===== src/rtl/wdt_keyed.sv =====
module wdt_keyed #(
  parameter int SHIFT  = 0,
  parameter int ADDR_W = 4
) (
  input  logic              clk_i,
  input  logic              rst_ni,
  input  logic              sel_i,
  input  logic              we_i,
  input  logic [ADDR_W-1:0] addr_i,
  input  logic [31:0]       wdata_i,
  output logic [31:0]       rdata_o,
  output logic              irq_o,
  output logic              rst_req_o
);
  localparam int MAXE  = 31 - SHIFT;
  localparam int CNT_W = MAXE + 1;
  localparam logic [ADDR_W-1:0] A_CTRL = ADDR_W'(0);
  localparam logic [ADDR_W-1:0] A_FEED = ADDR_W'(4);
  localparam logic [7:0] KEY_ARM = 8'hA5;
  localparam logic [7:0] KEY_GO  = 8'h5A;
  localparam logic [CNT_W-1:0] ONE = CNT_W'(1);

  logic [3:0]       icode_q, rcode_q;
  logic             en_q, ie_q, re_q, iflag_q, rflag_q, armed_q;
  logic [CNT_W-1:0] cnt_q;

  wire wr_ctrl   = sel_i && we_i && addr_i == A_CTRL;
  wire wr_feed   = sel_i && we_i && addr_i == A_FEED;
  wire feed_done = wr_feed && armed_q && wdata_i[7:0] == KEY_GO;
  wire unused_wd = ^wdata_i[30:12];

  wire [CNT_W-1:0] lim_i = ONE << (MAXE - int'(icode_q));
  wire [CNT_W-1:0] lim_r = ONE << (MAXE - int'(rcode_q));
  wire hit_i = cnt_q >= lim_i;
  wire hit_r = re_q && cnt_q >= lim_r;

  always_ff @(posedge clk_i or negedge rst_ni) begin
    if (!rst_ni) begin
      icode_q <= '0; rcode_q <= '0;
      en_q <= 1'b0; ie_q <= 1'b0; re_q <= 1'b0;
      iflag_q <= 1'b0; rflag_q <= 1'b0; armed_q <= 1'b0;
      cnt_q <= '0; rst_req_o <= 1'b0;
    end else begin
      if (wr_ctrl) begin
        icode_q <= wdata_i[3:0];
        rcode_q <= wdata_i[7:4];
        en_q    <= wdata_i[8];
        ie_q    <= wdata_i[10];
        re_q    <= wdata_i[11];
      end
      iflag_q <= (iflag_q && !(wr_ctrl && wdata_i[9]))  || hit_i;
      rflag_q <= (rflag_q && !(wr_ctrl && wdata_i[31])) || hit_r;
      rst_req_o <= hit_r;
      if (wr_feed) armed_q <= (wdata_i[7:0] == KEY_ARM);
      if (feed_done || hit_r)     cnt_q <= '0;
      else if (en_q && ~&cnt_q)   cnt_q <= cnt_q + ONE;
    end
  end

  assign irq_o = iflag_q && ie_q;

  always_comb begin
    rdata_o = '0;
    if (sel_i && addr_i == A_CTRL)
      rdata_o = {rflag_q, 19'b0, re_q, ie_q, iflag_q, en_q, rcode_q, icode_q};
  end

  AST_RST_ONE_CYCLE: assert property (@(posedge clk_i) disable iff (!rst_ni)
    rst_req_o |=> !rst_req_o);
  AST_RST_NEEDS_EN: assert property (@(posedge clk_i) disable iff (!rst_ni)
    rst_req_o |-> $past(re_q));
  AST_RST_FLAG_SET: assert property (@(posedge clk_i) disable iff (!rst_ni)
    rst_req_o |-> rflag_q);
  AST_FEED_RESTART: assert property (@(posedge clk_i) disable iff (!rst_ni)
    (wr_feed && armed_q && wdata_i[7:0] == KEY_GO) |=> cnt_q == '0);
  AST_HOLD_DISABLED: assert property (@(posedge clk_i) disable iff (!rst_ni)
    (!en_q && !feed_done && !hit_r) |=> $stable(cnt_q));
  AST_IRQ_FLAG: assert property (@(posedge clk_i) disable iff (!rst_ni)
    irq_o |-> (rdata_o[9] || !(sel_i && addr_i == A_CTRL)));
endmodule


===== config.mk =====
export PLATFORM = sky130hd
export DESIGN_NAME = wdt_keyed
export DESIGN_NICKNAME = d
export VERILOG_FILES = /design/src/rtl/wdt_keyed.sv
export SDC_FILE = /design/constraint.sdc
export NUM_CORES = 1
export LEC_CHECK = 0
export CAP_MARGIN = 0
export CORE_MARGIN = 2
export CORE_UTILIZATION = 30
export DETAILED_ROUTE_END_ITERATION = 8
export MAX_ROUTING_LAYER = met4
export SYNTH_ARGS = -nofsm -noshare
export SYNTH_HDL_FRONTEND = slang
export SYNTH_SLANG_ARGS = --single-unit

===== constraint.sdc =====
create_clock -name clk_i -period 3.75 [get_ports clk_i]
set_input_delay 0.375 -clock clk_i [delete_from_list [all_inputs] [get_ports clk_i]]
set_output_delay 0.375 -clock clk_i [all_outputs]
set_load 0.02 [all_outputs]

Yosys cells after proc, flatten, opt, wreduce, memory -nomap -nowiden
Cells that the tools add are included.
{ "word_totals": {"reg_bits": 47, "latch_bits": 0, "ram_bits": 0, "romBits": 0, "in_bits": 40, "out_inout_bits": 34, "elab_cells": 45, "mem_count": 0} }
{ "op_classes": {"add_sub_neg": 3, "n_mul": 0, "div_mod_pow": 0, "order_cmp": 2, "eq_ne": 3, "shift": 2, "muxes": 3, "n_bitwise": 0, "n_reduce_logical": 22} }
{ "op_table": {"columns": ["cell", "count"], "rows": [
  ["$mux W32", 3],
  ["$ge A32 B32 Y1", 2],
  ["$shl A1 B32 Y32 const A", 2],
  ["$add A32 B1 Y32 const B", 1],
  ["$reduce_and A32 Y1", 1],
  ["$logic_and A1 B1 Y1", 13],
  ["$sub A5 B4 Y6 const A", 2],
  ["$eq A8 B7 Y1 const B", 1],
  ["$eq A8 B8 Y1 const B", 1],
  ["$eq A4 B3 Y1 const B", 1],
  ["$logic_not A4 Y1", 1],
  ["$logic_not A1 Y1", 3],
  ["$logic_or A1 B1 Y1", 3],
  ["$reduce_bool A2 Y1", 1]
]} }

Longest topological paths before layout
{ "logic_depth": {"word_depth": 6, "mapped_depth": 10, "depth_no_buf": 8} }

Worst setup path before layout
Ideal clock, no wire load.
{ "synth_timing": {"path_kind": "reg-to-reg", "startpoint": "register rcode_q[1]", "endpoint": "register cnt_q[10]", "setup_time_ns": 0.147, "arrival_ns": 2.570, "required_time_ns": 3.603, "slack_ns": 1.032, "path_stages_with_launch": 11, "n_path_buf": 2, "synth_period_minus_slack_ns": 2.718, "cell_sequence": "dfrtp_1 -> clkbuf_1 -> nor2b_1 -> nand2_1 -> ha_1 -> nand4_1 -> nor3_1 -> o311ai_0 -> a31oi_1 -> clkbuf_1 -> a211oi_1"} }
{ "synth_via": {"elab_chain_len": 6, "elab_cells_between_ends": 7, "cone_classes": "add/sub: 1; order compare: 1; shift: 1; mux: 1; reduce/logical: 3"} }
{ "synth_rtl": {"columns": ["element", "line_no", "source"], "rows": [
  ["start: declaration", "23", "logic [3:0] icode_q, rcode_q;"],
  ["start signal: assignment", "46", "rcode_q <= wdata_i[7:4];"],
  ["$sub A5 B4 Y6 *", "33", "wire [CNT_W-1:0] lim_r = ONE << (MAXE - int'(rcode_q));"],
  ["$shl A1 B32 Y32 *", "33", null],
  ["$ge A32 B32 Y1 *", "35", "wire hit_r = re_q && cnt_q >= lim_r;"],
  ["$logic_and A1 B1 Y1 *", "35", null],
  ["$logic_or A1 B1 Y1 *", "55", "if (feed_done || hit_r) cnt_q <= '0;"],
  ["$mux W32 or $reduce_bool A2 Y1 (tied branches)", null, null],
  ["end signal: assignment", "56", "else if (en_q && ~&cnt_q) cnt_q <= cnt_q + ONE;"],
  ["end: declaration", "25", "logic [CNT_W-1:0] cnt_q;"]
]} }
Mark *: on every way between the ends. The rest lies on a longest branch, timed or not.
A chain may end at the register's enable or synchronous reset.

Worst setup path after layout
{ "layout_timing": {"startpoint": "register rcode_q[3]", "endpoint": "register cnt_q[11]"} }
Same word-level chain as after synthesis.

==> impl_metrics.tcl <==
set metrics [dict create \
    status "complete, no violations" \
    ctsHoldBuffers 0 \
    tightest_slew_ns 1.09 \
    crit_path_cell_trace "nor2b_1 > nand3_1 > ha_1 > o21a_1 > o21a_1 > o311ai_0 > a31oi_4 > buf_4 > a211oi_1" \
    critPathSlowestCell "o311ai_0" \
    hold_viol_final 0 \
    dp_slack_ns 0.808 \
    syn_inst 411 \
    synthFlopType "dfrtp_1" \
    max_stage_delay_ns 0.63 \
    async_reset_ff_share_pct 100 \
    end_kind "flop" \
    numCtsBuffers 5 \
    dieArea_mm2 0.0131 \
    hold_class "in2async" \
    gp_congestion 0.829 \
    cts_tree "done" \
    core_mm2 0.0120 \
    startpoint_type "flop" \
    clock_skew_ns 0.00452 \
    clk_pin_slew_worst_paths_ns 0.07 \
    fillers 1218 \
    grt_max_degree 48 \
    dieHeight_um 115 \
    drt_pass1_iterations 4 \
    grt_util_all_layers_pct 14.5 \
    largestRegisters "cnt_q: 32 flops, icode_q: 4 flops, rcode_q: 4 flops" \
    cts_sinks 47 \
    globalRoute.totalOverflow 0 \
    rsz0062_at_grt "no" \
    crit_family "compound AO/OA/AOI/OAI gates" \
    io_pins 74 \
    synth_top_area_share_pct 32.1 \
    worst-path-buf-inv 1 \
    die_width_um 115 \
    worstPathRequired_ns 3.94 \
    antenna_found_initial 0 \
    drive_gt1_share_pct 9.38 \
    power_mw 2.60 \
    root_buffer "clkbuf_16" \
    cellPowerDensity_mw_per_mm2 611 \
    drtAntennaViolNets 0 \
    avgSynthCellArea_um2 8.92 \
    vdd_drop_max_v 0.000191 \
    drtIter0Drc 183 \
    start_util_pct 30.6 \
    ys_seq_area_share_pct 32.1 \
    maxCapViolCount 0 \
    synth-edff-count 0 \
    ctsResizeCount 0 \
    dp_hpwl_mm 6.23 \
    htreeDepth 2 \
    final-setup-viol-count 0 \
    path_class "reg2reg" \
    grt_pass1_wl_mm 14.8 \
    crit_arrival_ns 3.18 \
    slew_violations 0 \
    layout_common_cells "dfrtp_1, nand2_1, ha_1, clkdlybuf4s50_1" \
    critical_path.max_fanout 13 \
    nets 511 \
    wl_per_cell_um 15.0 \
    fin_crit_sh_pct 79.7 \
    layout_setup_ws_ns 0.761 \
    top_register "cnt_q" \
    layout_commonest_cell "dfrtp_1" \
    synth_cell_types 52 \
    whs_ns 0.276 \
    synth_largest_area_cell "dfrtp_1" \
    port_buffers 35 \
    max_freq_ghz 0.335 \
    syn_to_final_growth_pct 15.8 \
    antenna_cells 0 \
    slew_headroom_pct 27.3 \
    synthTopCellsByArea "dfrtp_1, ha_1, nand2_1" \
    largest_reg_flops 32 \
    postLayoutCoreUtil_pct 35.5 \
    fin_tns_setup_ns 0 \
    grt_pass1_vias 2993 \
    clk_latency_ns 0.29 \
    clockBufferDepth 2 \
    mappedNetlistArea_mm2 0.00366 \
    post_cts_buffers 0 \
    drc 0 \
    yosysWarnings 0 \
    num_vias 3165 \
    drt_wl_total_mm 8.74 \
    leakage_nw 1.71 \
    cp_common_cell "o21a_1" \
    synth-seq-cells 47 \
    rows 40 \
    finalCriticalPeriod_ns 2.99 \
    via_per_inst 5.42 \
]
[per-stage QoR]
stage,instance area [um2],cells
after global routing,4240,584
final,4240,584
after global placement,4080,577
after CTS,4240,584
after detailed placement,4080,577
after floorplan,3730,429
[metal layers]
metal | track usage [%] | vias up | wire, um
met5 | - | - | 0
li1 | - | 1551 | -
met3 | 2.75 | 7 | 451
met4 | 3.01 | 0 | 68
met2 | 22.7 | 90 | 4110
met1 | 19.6 | 1517 | 4110
[power by group]
group | leakage (nW) | internal [mW] | switching [mW]
sequential | 0.622 | 0.674 | 0.300
clock | 0.0759 | 0.311 | 0.198
combinational | 1.01 | 0.515 | 0.597
[cells in the mapped netlist, types with 12 or more instances]
cell,n
nand4_1,14
nand3_1,21
nor3_1,21
nand2_1,44
dfrtp_1,47
o21ai_0,12
buf_4,19
clkbuf_1,14
or3_1,17
and2_1,14
ha_1,34
[kinds of logic after synthesis]
kind of cell	after synthesis	share of synthesized area [%]
DFF	47	32.1
xor gates and xnor gates	5	1.20
buffers and inverters	50	7.65
and+or+nand+nor	181	27.3
muxes	13	3.93
AOI/OAI and AO/OA	80	16.1
other	1	0.102
adders and majority gates	34	11.6
[worst paths after layout]
| check | startpoint | endpoint | slack (ns) | depth (start not counted) |
|---|---|---|---|---|
| hold reg to reg | rflag_q | rflag_q | 0.49 | 1 |
| min in group clk_i | rflag_q | rflag_q | 0.49 | 1 |
| hold / removal | rst_ni | cnt_q[17] | 0.28 | 1 |
| setup / recovery | rcode_q[3] | cnt_q[11] | 0.76 | 9 |
| max in group asynchronous | rst_ni | icode_q[2] | 2.79 | 1 |
| setup reg to reg | rcode_q[3] | cnt_q[11] | 0.76 | 9 |
[cell type report]
cell class / count / area [um2] / area share [%]
clock buffers: 5 / 125 / 2.95
clock inverters: 2 / 37.5 / 0.884
inverters: 11 / 41.3 / 0.973
multi-input cells: 332 / 2300 / 54.1
flip-flops and latches: 47 / 1180 / 27.7
well taps: 147 / 184 / 4.33
repair buffers: 40 / 383 / 9.02
No activity file was read; power rests on OpenSTA's default activity.
